--- src/rtl/jseq_pkg.sv ---
package jseq_pkg;

  // Phase encoding equals the machine cycle number shown on the ports.
  typedef enum logic [1:0] {
    PH_IDLE  = 2'd0,
    PH_FETCH = 2'd1,
    PH_LOW   = 2'd2,
    PH_HIGH  = 2'd3
  } phase_e;

  // Condition test: upper two bits pick a flag, the low bit gives the level required.
  function automatic logic cond_met(input logic [2:0] ccc,
                                    input logic z, input logic cy,
                                    input logic p, input logic s);
    logic f;
    case (ccc[2:1])
      2'd0:    f = z;
      2'd1:    f = cy;
      2'd2:    f = p;
      default: f = s;
    endcase
    return f == ccc[0];
  endfunction

endpackage

--- src/rtl/jseq_cond.sv ---
module jseq_cond
  import jseq_pkg::*;
(
  input  logic [2:0] ccc,
  input  logic       flag_zero,
  input  logic       flag_carry,
  input  logic       flag_parity,
  input  logic       flag_sign,
  output logic       met
);
  always_comb met = cond_met(ccc, flag_zero, flag_carry, flag_parity, flag_sign);
endmodule

--- src/rtl/jseq_timer.sv ---
module jseq_timer
  import jseq_pkg::*;
#(
  parameter int FETCH_STATES = 4,
  parameter int OPND_STATES  = 3,
  parameter int TS_W         = 3
) (
  input  logic            clk,
  input  logic            rst_n,
  input  logic            start,
  input  logic            take_q,
  output phase_e          phase,
  output logic [TS_W-1:0] tstate,
  output logic            cycle_end,
  output logic            fin
);
  localparam logic [TS_W-1:0] FETCH_LAST = TS_W'(FETCH_STATES);
  localparam logic [TS_W-1:0] OPND_LAST  = TS_W'(OPND_STATES);
  localparam logic [TS_W-1:0] FIRST      = TS_W'(1);

  phase_e          phase_d;
  logic [TS_W-1:0] t_d;
  logic            en;

  always_comb begin
    cycle_end = ((phase == PH_FETCH) && (tstate == FETCH_LAST)) ||
                (((phase == PH_LOW) || (phase == PH_HIGH)) && (tstate == OPND_LAST));
    fin = cycle_end && ((phase == PH_HIGH) || ((phase == PH_LOW) && !take_q));
  end

  always_comb begin
    phase_d = phase;
    t_d     = tstate;
    en      = 1'b1;
    case (phase)
      PH_IDLE: begin
        en = start;
        phase_d = PH_FETCH;
        t_d     = FIRST;
      end
      PH_FETCH: begin
        if (cycle_end) begin
          phase_d = PH_LOW;
          t_d     = FIRST;
        end else begin
          t_d = tstate + FIRST;
        end
      end
      PH_LOW: begin
        if (cycle_end) begin
          phase_d = take_q ? PH_HIGH : PH_IDLE;
          t_d     = take_q ? FIRST : '0;
        end else begin
          t_d = tstate + FIRST;
        end
      end
      default: begin
        if (cycle_end) begin
          phase_d = PH_IDLE;
          t_d     = '0;
        end else begin
          t_d = tstate + FIRST;
        end
      end
    endcase
  end

  always_ff @(posedge clk or negedge rst_n) begin
    if (!rst_n) begin
      phase  <= PH_IDLE;
      tstate <= '0;
    end else if (en) begin
      phase  <= phase_d;
      tstate <= t_d;
    end
  end
endmodule

--- src/rtl/jseq_datapath.sv ---
module jseq_datapath
  import jseq_pkg::*;
#(
  parameter int DATA_W   = 8,
  parameter int ADDR_W   = 16,
  parameter int RESET_PC = 0,
  parameter int TS_W     = 3
) (
  input  logic              clk,
  input  logic              rst_n,
  input  phase_e            phase,
  input  logic [TS_W-1:0]   tstate,
  input  logic              cycle_end,
  input  logic              fin,
  input  logic              met,
  input  logic [DATA_W-1:0] mem_rdata,
  output logic [2:0]        ccc,
  output logic [ADDR_W-1:0] mem_addr,
  output logic              mem_rd,
  output logic [ADDR_W-1:0] pc,
  output logic              taken
);
  localparam logic [TS_W-1:0] RD_STATE = TS_W'(2);
  localparam int              CCC_LSB  = 3;

  logic [DATA_W-1:0] lo_q, hi_q;
  logic              op_en, lo_en, hi_en, dec_en;
  logic [ADDR_W-1:0] pc_d;

  always_comb begin
    mem_rd = (phase != PH_IDLE) && (tstate == RD_STATE);
    op_en  = mem_rd && (phase == PH_FETCH);
    lo_en  = mem_rd && (phase == PH_LOW);
    hi_en  = mem_rd && (phase == PH_HIGH);
    dec_en = cycle_end && (phase == PH_FETCH);
    case (phase)
      PH_LOW:  mem_addr = pc + ADDR_W'(1);
      PH_HIGH: mem_addr = pc + ADDR_W'(2);
      default: mem_addr = pc;
    endcase
    pc_d = (phase == PH_HIGH) ? {hi_q, lo_q} : pc + ADDR_W'(3);
  end

  always_ff @(posedge clk or negedge rst_n) begin
    if (!rst_n) begin
      ccc   <= '0;
      lo_q  <= '0;
      hi_q  <= '0;
      taken <= 1'b0;
      pc    <= ADDR_W'(RESET_PC);
    end else begin
      if (op_en)  ccc   <= mem_rdata[CCC_LSB +: 3];
      if (lo_en)  lo_q  <= mem_rdata;
      if (hi_en)  hi_q  <= mem_rdata;
      if (dec_en) taken <= met;
      if (fin)    pc    <= pc_d;
    end
  end
endmodule

--- src/rtl/cond_jump_seq.sv ---
module cond_jump_seq
  import jseq_pkg::*;
#(
  parameter  int DATA_W       = 8,
  parameter  int RESET_PC     = 0,
  parameter  int FETCH_STATES = 4,
  parameter  int OPND_STATES  = 3,
  localparam int ADDR_W       = 2 * DATA_W,
  localparam int TS_W         = $clog2(FETCH_STATES + 1)
) (
  input  logic              clk,
  input  logic              rst_n,
  input  logic              start,
  input  logic              flag_zero,
  input  logic              flag_carry,
  input  logic              flag_parity,
  input  logic              flag_sign,
  input  logic [DATA_W-1:0] mem_rdata,
  output logic [ADDR_W-1:0] mem_addr,
  output logic              mem_rd,
  output logic [ADDR_W-1:0] pc,
  output logic              busy,
  output logic [1:0]        mcycle,
  output logic [TS_W-1:0]   tstate,
  output logic              done,
  output logic              taken
);
  phase_e     phase;
  logic       cycle_end, fin, met;
  logic [2:0] ccc;

  jseq_timer #(
    .FETCH_STATES(FETCH_STATES), .OPND_STATES(OPND_STATES), .TS_W(TS_W)
  ) i_timer (
    .clk(clk), .rst_n(rst_n), .start(start), .take_q(taken),
    .phase(phase), .tstate(tstate), .cycle_end(cycle_end), .fin(fin)
  );

  jseq_cond i_cond (
    .ccc(ccc), .flag_zero(flag_zero), .flag_carry(flag_carry),
    .flag_parity(flag_parity), .flag_sign(flag_sign), .met(met)
  );

  jseq_datapath #(
    .DATA_W(DATA_W), .ADDR_W(ADDR_W), .RESET_PC(RESET_PC), .TS_W(TS_W)
  ) i_dp (
    .clk(clk), .rst_n(rst_n), .phase(phase), .tstate(tstate),
    .cycle_end(cycle_end), .fin(fin), .met(met), .mem_rdata(mem_rdata),
    .ccc(ccc), .mem_addr(mem_addr), .mem_rd(mem_rd), .pc(pc), .taken(taken)
  );

  always_comb begin
    busy   = (phase != PH_IDLE);
    mcycle = phase;
    done   = fin;
  end
endmodule

--- config.mk ---
export PLATFORM = sky130hd
export DESIGN_NAME = cond_jump_seq
export DESIGN_NICKNAME = d
export VERILOG_FILES = /design/src/rtl/jseq_pkg.sv /design/src/rtl/jseq_cond.sv /design/src/rtl/jseq_timer.sv /design/src/rtl/jseq_datapath.sv /design/src/rtl/cond_jump_seq.sv
export SDC_FILE = /design/constraint.sdc
export NUM_CORES = 1
export LEC_CHECK = 0
export ABC_AREA = 1
export BUFFER_PORTS_ARGS = -buffer_cell sky130_fd_sc_hd__buf_2
export CORE_UTILIZATION = 55
export DETAILED_ROUTE_END_ITERATION = 8
export PLACE_DENSITY_LB_ADDON = 0.25
export RECOVER_POWER = 50
export REMOVE_ABC_BUFFERS = 1
export SYNTH_ARGS = -nofsm -noshare
export SYNTH_HDL_FRONTEND = slang
export SYNTH_SLANG_ARGS = --single-unit
export TNS_END_PERCENT = 20
--- constraint.sdc ---
create_clock -name clk -period 1.8 [get_ports clk]
set_input_delay 0.09 -clock clk [delete_from_list [all_inputs] [get_ports clk]]
set_output_delay 0.09 -clock clk [all_outputs]
set_load 0.03 [all_outputs]
=== Word-level counts from Yosys, hierarchy flattened ===
Cells that the tools add are included.
Widths: inputs -> output; s select.

* Reduce and logical (&&, ||, !) cells: 18
* Shift-type cells: 0
* Muxes and demuxes: 14
* Add/sub/neg operators: 4
* Bitwise logic cells: 0
* Magnitude comparators: 0
* Div/mod/pow operators: 0
* Multiply operators: 0
* Equal/unequal tests: 11

{| class="wikitable"
|+ Operators with widths
! operator !! number
|-
| $add 16x2->16 const B || 2
|-
| $pmux 16 s2 || 1
|-
| $add 16x1->16 const B || 1
|-
| $mux 16 || 1
|-
| $logic_and 1x1->1 || 9
|-
| $mux 3 || 3
|-
| $pmux 3 s3 || 1
|-
| $mux 2 || 4
|-
| $eq 2x2->1 const B || 3
|-
| $eq 3x2->1 const B || 2
|-
| $pmux 2 s3 || 1
|-
| $eq 2x1->1 const B || 2
|-
| $logic_not 2->1 || 2
|-
| $ne 2x1->1 const B || 2
|-
| $reduce_and 4->1 || 1
|-
| $reduce_bool 2->1 || 2
|-
| $add 3x1->3 const B || 1
|-
| $eq 3x3->1 const B || 1
|-
| $logic_or 1x1->1 || 3
|-
| $pmux 1 s3 || 1
|-
| $mux 1 || 2
|-
| $eq 1x1->1 || 1
|-
| $logic_not 1->1 || 1
|}

* ROM bits: 0
* Memories: 0
* Output and inout port bits: 41
* Flip-flop bits (word level): 41
* Logic and storage cells: 54
* Bits in latches: 0
* Bits in writable memories: 0
* Bits of input ports: 15

=== Depth between registers and ports, before layout ===
Gate-level depths: netlist (run 1).

* Depth after elaboration: 6
* Mapped depth: 10
* Gate-level depth less buffers: 10

=== Hierarchy ===
Synthesis (run 1) repeated with hierarchy kept, for this count alone.

* Cell total of the unflattened synthesis: 394
* Area total of the unflattened synthesis: 2775.2 um^2

{| class="wikitable"
|+ Modules (own cells, without submodules)
! module !! area an instance (um^2) !! times used !! cells an instance
|-
| jseq_datapath || 2368.5 || 1 || 334
|-
| jseq_timer || 337.8 || 1 || 44
|-
| jseq_cond || 57.6 || 1 || 13
|-
| cond_jump_seq || 11.3 || 1 || 3
|}

=== Least setup slack after synthesis (run 1) ===
OpenSTA, ideal clock, no wires.

* Kind: flip-flop to output port
* Start: register i_dp.pc[1]
* End: output port mem_addr[15]
* Path slack: -0.042 ns
* Path buffers: 0
* Cell stages (with the launch flop): 7
* Arrival: 1.752 ns
* Cells stage by stage: dfrtp_1 -> ha_1 -> nand2_1 -> a21oi_4 -> nand2_1 -> nor2_1 -> xor2_1

* Longest elaborated chain between the ends: 2
* Elaborated cells between the ends (all ways): 3

{| class="wikitable"
|+ RTL lines
! item !! RTL line !! source
|-
| from (decl) || jseq_datapath.sv:20 || <nowiki>output logic [ADDR_W-1:0] pc,</nowiki>
|-
| from (signal assigned) || jseq_datapath.sv:50 || <nowiki>pc <= ADDR_W'(RESET_PC);</nowiki>
|-
| from (signal assigned) || jseq_datapath.sv:56 || <nowiki>if (fin) pc <= pc_d;</nowiki>
|-
| $add 16x2->16 / $add 16x1->16 (equally long branches) || jseq_datapath.sv:38, jseq_datapath.sv:37 ||
|-
| $pmux 16 s2 * || jseq_datapath.sv:36 || <nowiki>case (phase)</nowiki>
|-
| to (decl) || cond_jump_seq.sv:19 || <nowiki>output logic [ADDR_W-1:0] mem_addr,</nowiki>
|}

Mark *: on every way between the ends. The rest lies on a longest branch, timed or not.

=== Worst setup path in the final report (run 1) ===
* Start: register i_dp.pc[6]
* End: output port mem_addr[13]

Same word-level chain as after synthesis.

==> results.yml, run 1 <==
timing:
  hold_viol: 0
  slew_viol_final: 0
  tightest_slew_ps: 1020
  fin_ws_ps: -42.9
  clock_skew_ps: 8.44
  rsz0062_at_grt: "yes"
  slew-limit-headroom: 0.323
  period_minus_slack_ps: 1840
  finalSetupViolations: 4
  finalCritPeriodShare: 1.02
  clock.fmax_mhz: 543
  holdWs_ps: 59.8
final_layout:
  final-seq-area_sq_um: 1040
  area_delta_synth_final_pct: 26.0
  final_common_cell: "nand2_1"
  nFillCells: 403
  fin_cells: 531
  drive_gt1_frac: 0.284
  fin_util: 0.725
  antennaDiodeCount: 0
  multiInputGateArea_sq_um: 1520
  final_cell_mix: "nand2_1, inv_1, buf_2, nor2_1, dfrtp_1"
  nets: 486
placed_design:
  port_buffers: 55
  place_congestion: 0.893
  pre_cts_ws_ps: 78.4
  place_hpwl_microns: 5150
  place_inst: 507
outcome:
  status: "finished with violations"
  violations: "negative setup slack"
yosys:
  syn_area_per_cell_sq_um: 7.13
  synth-edff-count: 0
  synth.ff_latch_count: 41
  ys_warn_count: 0
  ys_seq_area_frac: 0.375
  netlist_instances: 384
  yosysTopAreaCellShare: 0.375
  yosys-top-cells-area: "dfrtp_1, nand2_1, inv_1"
  ys_types: 36
  syn_area_sq_um: 2740
  ys.flop_type: "dfrtp_1"
  synth_async_sr_flop_share: 1.00
  synth_top_area_cell: "dfrtp_1"
floorplan:
  std_cell_rows: 25
  die_h_microns: 72.5
  core_area_sq_um: 4750
  ios: 56
  initial_core_util: 0.576
  die-area_sq_um: 5260
  die_w_microns: 72.5
setup_path:
  startpoint_type: "flip-flop"
  endpoint_kind: "output pin"
  crit_path_max_fanout: 5
  regToRegSetupSlack_ps: 140
  critPathArrivalTime_ps: 1750
  critPathLaunch: "i_dp.pc[6]$_DFFE_PN0P_"
  worstSetupPathType: "flip-flop to output pin"
  rr_startpoint: "i_dp.pc[1]$_DFFE_PN0P_"
  r2r_end: "i_dp.pc[13]$_DFFE_PN0P_"
  reg2reg_depth: 11
  critPathRequiredTime_ps: 1710
pwr:
  peakVddDrop_mv: 0.865
  intPower_w: 0.00317
  p_seq_frac: 0.285
  clkPwrFrac: 0.117
  leakage_nw: 1.80
  switchingPower_w: 0.00358
  power_density_nw_per_um2: 1960
  swShare: 0.531
  pwr-share-comb: 0.598
drt:
  m1WireLength_microns: 3210
  routedWlPerCell_microns: 14.5
  antenna_left: 0
  initialDrtViolationCount: 337
  wl_met3_microns: 613
  route.met2.wl_microns: 3700
  drc: 0
  vias: 2960
  routed_wl_microns: 7720
  first_pass_iters: 5
  top_layer: "met4"
  via_per_inst: 5.57
grt:
  antenna_found_initial: 0
  grt_pass1_vias: 2523
  overflow: 0
  track_usage: 0.298
  grt_pass1_wl_microns: 11900
  grt_max_degree: 42
clock_tree:
  cts_sinks: 41
  path_clk_slew_ps: 90
  insertion_delay_ps: 300
  clk_path_buf_depth: 2
  htreeDepth: 2
  cts_root_buf: "clkbuf_8"
  cts_tree: "done"
  cts_buffers: 5
flow_run:
  maxCapViolCount: 0
worst_hold_path:
  hold_path.class: "input port to flip-flop"
  min-delay-start: "mem_rdata[2]"
  whs_path_depth: 3
  whs_endpoint: "i_dp.hi_q[2]$_DFFE_PN0P_"
==> logic make-up (layout without fill, tap and decap cells) <==
logic type / count (synthesis) / in the layout / share of synthesized area
XOR/XNOR: 8 / 8 / 0.0256
buffers and inverters: 61 / 141 / 0.0965
AND/OR/NAND/NOR: 199 / 199 / 0.321
adder cells (fa/ha/maj): 8 / 8 / 0.0366
flip-flops: 41 / 41 / 0.375
AO/OA/AOI/OAI: 67 / 67 / 0.145
==> state kept, by name, indices dropped and copies added, names as in the netlist <==
name / cells
i_dp.lo_q: 8
i_dp.hi_q: 8
i_dp.pc: 16
i_timer.phase: 2
i_dp.taken: 1
i_dp.ccc: 3
i_timer.tstate: 3
==> cells in the mapped netlist (2+ instances only) <==
| cell type | count |
|---|---|
| nand3_1 | 22 |
| a21oi_1 | 10 |
| buf_6 | 3 |
| o211ai_1 | 3 |
| xor2_1 | 7 |
| nor2_2 | 3 |
| nand2_1 | 114 |
| buf_2 | 4 |
| nand4_1 | 7 |
| a31oi_1 | 2 |
| ha_1 | 8 |
| nor3_1 | 2 |
| o21ai_1 | 15 |
| nand3b_1 | 2 |
| inv_1 | 43 |
| nor2_4 | 3 |
| inv_2 | 8 |
| o21ai_0 | 29 |
| buf_4 | 2 |
| nor2_1 | 36 |
| nand2_2 | 6 |
| dfrtp_1 | 41 |
==> timing repair <==
item,in CTS,in global routing
resized for setup,22,22
setup buffers,4,11
pin swaps,4,9
endpoints found under the setup margin,11,23
hold buffers,1,0
endpoints found under the hold margin,41,0
==> layout make-up <==
class                           instances  share of cell area
Tap cell                               67              0.0243
Sequential cell                        41               0.301
Inverter                               51              0.0584
Timing Repair Buffer                   82               0.141
Clock buffer                            6              0.0239
Clock inverter                          2              0.0109
Multi-Input combinational cell        282               0.440
==> metal layers <==
layer | GRT usage | vias to the layer above
met3 | 0.0444 | 23
met2 | 0.482 | 176
met5 | 0 | -
met1 | 0.406 | 1374
met4 | 0.113 | 0
li1 | - | 1387
==> stage by stage <==
stage / setup TNS, ps / power (W) / cell area (sq um)
floorplan: -2430 / 0.00436 / 2660
global placement: 0 / 0.00543 / 3110
detailed placement: 0 / 0.00551 / 3110
CTS: -23.9 / 0.00646 / 3330
global route: -760 / 0.00719 / 3450
finish: -76.1 / 0.00675 / 3450
==> how the worst max path moves through the flow <==
stage	endpoint	slack, ps	cells past startpoint
after detailed placement	i_dp.pc[13]$_DFFE_PN0P_	80	10
after global placement	i_dp.pc[13]$_DFFE_PN0P_	110	10
final	mem_addr[13]	-40	8
after CTS	mem_addr[15]	-20	7
after floorplan	mem_addr[6]	-370	6
after global routing	mem_addr[13]	-120	8
==> critical path, stage by stage, from the launching register on <==
cell and delay [ps]:
dfrtp_2 420, buf_4 140, nand2_2 140, nor2_1 180, nand2_2 90, nor2_2 140
nand3_1 70, o21ai_1 90, buf_4 180
==> power by group through the flow <==
stage / registers, W / logic (W) / clock network (W)
6_report: 0.00192 / 0.00403 / 0.000790
2_1_floorplan: 0.00230 / 0.00206 / 0
3_5_place_dp: 0.00187 / 0.00364 / 0
4_1_cts: 0.00189 / 0.00379 / 0.000785
5_1_grt: 0.00197 / 0.00439 / 0.000830
3_3_place_gp: 0.00186 / 0.00357 / 0
Note: power is estimated with default switching activity, not from simulation.
==> run 2, diff against run 1 <==
PLACE_DENSITY = 0.78   (was default)
PLACE_DENSITY_LB_ADDON = default   (was 0.25)
==> results.yml, run 2 (same netlist as run 1, synthesis figures left out) <==
outcome:
  status: "finished with violations"
  violations: "negative setup slack"
setup_path:
  reg2reg_depth: 10
  endpoint: "mem_addr[11]"
  rr_startpoint: "i_dp.pc[1]$_DFFE_PN0P_"
  critPathLaunch: "i_dp.pc[7]$_DFFE_PN0P_"
  cp_slowest_cell: "dfrtp_2"
  startpoint_type: "flip-flop"
  regToRegSetupSlack_ps: 130
  crit_path_max_fanout: 7
  critPathMaxStageDelay_ps: 430
  crit_chain: "nand2_1, nor2_4, inv_2, nor3_1, nand3_1, nand2_1, clkbuf_4"
  endpoint_kind: "output pin"
  critPathRequiredTime_ps: 1710
  worstSetupPathType: "flip-flop to output pin"
  r2r_end: "i_dp.pc[8]$_DFFE_PN0P_"
  critPathArrivalTime_ps: 1710
  crit_top_cell: "nand2_1"
clock_tree:
  path_clk_slew_ps: 80
  insertion_delay_ps: 290
  cts_tree: "done"
  clk_path_buf_depth: 2
  htreeDepth: 2
  cts_root_buf: "clkbuf_8"
  cts_buffers: 5
  cts_sinks: 41
final_layout:
  final_cell_mix: "nand2_1, inv_1, dfrtp_1, buf_2, nor2_1"
  drive_gt1_frac: 0.286
  final-seq-area_sq_um: 1040
  fin_cells: 525
  final_common_cell: "nand2_1"
  largest_reg_flops: 16
  top_regs: "i_dp.pc (16), i_dp.hi_q (8), i_dp.lo_q (8)"
  regMostFlops: "i_dp.pc"
  nets: 481
  multiInputGateArea_sq_um: 1540
  fin_util: 0.723
  area_delta_synth_final_pct: 25.7
  nFillCells: 400
  antennaDiodeCount: 0
drt:
  drc: 0
  via_per_inst: 5.34
  vias: 2806
  routed_wl_microns: 7310
  antenna_left: 0
  initialDrtViolationCount: 277
  routedWlPerCell_microns: 13.9
  first_pass_iters: 4
grt:
  overflow: 0
  grt_pass1_wl_microns: 11600
  grt_max_degree: 35
  track_usage: 0.288
  grt_pass1_vias: 2443
  antenna_found_initial: 0
timing:
  tightest_slew_ps: 1170
  rsz0062_at_grt: "yes"
  finalCritPeriodShare: 1.00
  hold_viol: 0
  clock_skew_ps: 8.50
  clock.fmax_mhz: 554
  fin_tns_setup_ps: -6.76
  period_minus_slack_ps: 1800
  slew-limit-headroom: 0.221
  fin_ws_ps: -4.87
  slew_viol_final: 0
  finalSetupViolations: 2
pwr:
  leakage_nw: 1.76
  peakVddDrop_mv: 0.863
  power_density_nw_per_um2: 1930
  total_power_w: 0.00665
worst_hold_path:
  hold_path.class: "input port to flip-flop"
  whs_path_depth: 3
placed_design:
  place_inst: 507
  place_hpwl_microns: 5220
  place_congestion: 0.913
  port_buffers: 55
  pre_cts_ws_ps: 109
flow_run:
  maxCapViolCount: 0
floorplan:
  std_cell_rows: 25
  ios: 56
  die_w_microns: 72.5
  die_h_microns: 72.5
  initial_core_util: 0.576
  core_area_sq_um: 4750
  die-area_sq_um: 5260
## run 2: cell types whose count changed in the layout (fill, tap and decap cells not counted), sizes merged
cell,delta
buf,-9
clkbuf,+3
clkinv,+1
clkinvlp,-1
## run 2: worst min path at each step
stage	startpoint	end	slack, ps
after global placement	rst_n	i_dp.pc[8]$_DFFE_PN0P_	90
after detailed placement	rst_n	i_dp.pc[8]$_DFFE_PN0P_	90
after global routing	mem_rdata[1]	i_dp.lo_q[1]$_DFFE_PN0P_	70
after CTS	mem_rdata[2]	i_dp.hi_q[2]$_DFFE_PN0P_	60
after floorplan	rst_n	i_dp.ccc[0]$_DFFE_PN0P_	-210
final	mem_rdata[0]	i_dp.lo_q[0]$_DFFE_PN0P_	60
## run 2: worst max-delay path, delay by kind of cell, from the launching register on
kind                   cells  cell delay, ps
buffers and inverters      2             280
DFF                        1             430
and+or+nand+nor            5             700
## run 2: final cells by class
cell class	count	share of cell area
tap	67	0.0244
sequential	41	0.302
inverter	51	0.0593
clock inverter	2	0.0102
multi-input combinational	282	0.448
clock buffer	5	0.0200
timing repair buffer	77	0.136
## run 2: repair_timing
action	in CTS	in global routing
pin swaps	5	10
hold endpoints to repair	21	0
endpoints found under the setup margin	10	20
hold buffers	1	0
buffers inserted	2	8
resized for setup	24	36
## run 2: routing by layer
metal / share of wire / track usage / routed length [microns]
met5: 0 / 0 / 0
met4: 0.0098 / 0.0871 / 72
met3: 0.077 / 0.0431 / 561
met2: 0.46 / 0.439 / 3380
met1: 0.45 / 0.424 / 3300
## run 2: stage by stage
step	instance area [sq um]	hold slack, ps
6_report	3440	63.5
5_1_grt	3440	74.7
4_1_cts	3300	62.0
3_5_place_dp	3120	88.1
3_3_place_gp	3120	87.3
2_1_floorplan	2660	-206
## run 2: report_power, final
group | total (W) | switching, W | internal [W]
registers | 0.00192 | 0.000523 | 0.00140
logic | 0.00401 | 0.00268 | 0.00133
clock network | 0.000714 | 0.000311 | 0.000403
total | 0.00665 | 0.00352 | 0.00313
==> run 3, diff against run 2 <==
SKIP_LAST_GASP = 1   (was default)
==> results.yml, run 3 (same netlist as run 1, synthesis figures left out) <==
outcome:
  status: "finished with violations"
  violations: "negative setup slack"
floorplan:
  die_h_microns: 72.5
  initial_core_util: 0.576
  core_area_sq_um: 4750
  ios: 56
  die-area_sq_um: 5260
  die_w_microns: 72.5
  std_cell_rows: 25
timing:
  hold_viol: 0
  period_minus_slack_ps: 1820
  clock_skew_ps: 8.75
  finalCritPeriodShare: 1.01
  tightest_slew_ps: 1150
  finalSetupViolations: 5
  fin_ws_ps: -23.7
  slew_viol_final: 0
  holdWs_ps: 59.5
  rsz0062_at_grt: "yes"
  slew-limit-headroom: 0.234
  clock.fmax_mhz: 548
setup_path:
  r2r_end: "i_dp.pc[13]$_DFFE_PN0P_"
  rr_startpoint: "i_dp.pc[1]$_DFFE_PN0P_"
  critPathRequiredTime_ps: 1710
  crit_path_max_fanout: 7
  critPathLaunch: "i_timer.phase[1]$_DFFE_PN0P_"
  worstSetupPathType: "flip-flop to output pin"
  critPathArrivalTime_ps: 1730
  regToRegSetupSlack_ps: 90
  critPathMaxStageDelay_ps: 450
  endpoint_kind: "output pin"
  cp_top_family: "simple AND/OR/NAND/NOR gates"
  crit_chain: "inv_2, nor2_8, nand2_1, nand2_2, nand2_4, o21ai_2, nand2_1, inv_1, buf_6"
  endpoint: "mem_addr[10]"
  crit_top_cell: "nand2_1"
  critPathBufInv: 3
  reg2reg_depth: 11
  worstSetupPathDepth: 9
  startpoint_type: "flip-flop"
  cp_slowest_cell: "dfrtp_2"
drt:
  m1WireLength_microns: 3250
  drc: 0
  via_per_inst: 5.34
  route.met2.wl_microns: 3240
  routed_wl_microns: 7170
  vias: 2780
  wl_met3_microns: 559
  antenna_left: 0
  top_layer: "met4"
  initialDrtViolationCount: 262
  routedWlPerCell_microns: 13.8
  first_pass_iters: 4
placed_design:
  placed_area_sq_um: 3120
  place_congestion: 0.913
  port_buffers: 55
  place_hpwl_microns: 5220
flow_run:
  maxCapViolCount: 0
clock_tree:
  path_clk_slew_ps: 80
  cts_sinks: 41
  insertion_delay_ps: 300
  cts_root_buf: "clkbuf_8"
  htreeDepth: 2
  cts_buffers: 5
  cts_tree: "done"
  clk_path_buf_depth: 2
grt:
  track_usage: 0.289
  grt_max_degree: 35
  grt_pass1_wl_microns: 11600
  overflow: 0
  grt_pass1_vias: 2446
  antenna_found_initial: 0
final_layout:
  fin_util: 0.703
  final_common_cell: "nand2_1"
  top_regs: "i_dp.pc (16), i_dp.hi_q (8), i_dp.lo_q (8)"
  antennaDiodeCount: 0
  nFillCells: 417
  design_area_sq_um: 3340
  nets: 477
  area_delta_synth_final_pct: 22.2
  drive_gt1_frac: 0.256
  final_cell_mix: "nand2_1, inv_1, buf_2, nor2_1, dfrtp_1"
  regMostFlops: "i_dp.pc"
  largest_reg_flops: 16
pwr:
  leakage_nw: 1.74
  total_power_w: 0.00646
  peakVddDrop_mv: 0.816
  power_density_nw_per_um2: 1930
worst_hold_path:
  min-delay-start: "mem_rdata[0]"
  hold_path.class: "input port to flip-flop"
run 3: worst min path at each step:
stage,cells past startpoint,slack [ps],to
after global placement,1,90,i_dp.pc[8]$_DFFE_PN0P_
after CTS,3,60,i_dp.hi_q[2]$_DFFE_PN0P_
after floorplan,0,-210,i_dp.ccc[0]$_DFFE_PN0P_
after detailed placement,1,90,i_dp.pc[8]$_DFFE_PN0P_
final,3,60,i_dp.lo_q[0]$_DFFE_PN0P_
after global routing,3,70,i_dp.lo_q[1]$_DFFE_PN0P_
run 3: per-layer routing:
metal	global-route usage	up-vias
li1	-	1377
met1	0.427	1267
met2	0.439	127
met3	0.0431	9
met4	0.0871	0
met5	0	-
run 3: worst register-to-register path, delay by kind of cell, from the launching register on:
kind	cells	cell delay (ps)
AO/OA/AOI/OAI	1	150
adder cells (fa/ha/maj)	1	160
buffers and inverters	3	390
flip-flops	1	400
AND/OR/NAND/NOR	6	510
run 3: per-stage QoR:
step / cells / TNS, ps / worst slack (ps)
final: 521 / -85.1 / -23.7
after global routing: 521 / -2330 / -137
after CTS: 517 / -114 / -20.4
after detailed placement: 507 / 0 / 109
after global placement: 507 / 0 / 140
after floorplan: 374 / -2430 / -372
run 3: layout make-up:
class / count / area (sq um) / area share
repair buffers: 73 / 422 / 0.126
clock buffers: 5 / 68.8 / 0.0206
multi-input cells: 282 / 1500 / 0.449
well taps: 67 / 83.8 / 0.0251
flip-flops and latches: 41 / 1040 / 0.310
inverters: 51 / 194 / 0.0580
clock inverters: 2 / 35.0 / 0.0105
run 3: power breakdown:
part           leakage (nW)  switching, W  internal [W]
Clock                0.0540      0.000322      0.000403
Sequential            0.489      0.000498       0.00140
Combinational          1.19       0.00263       0.00121
run 3: repair_timing:
item,in CTS,in global routing
setup endpoints to repair,10,24
gates resized for setup,16,20
hold buffers,1,0
hold endpoints to repair,21,0
buffers inserted,2,4
pin swaps,5,6
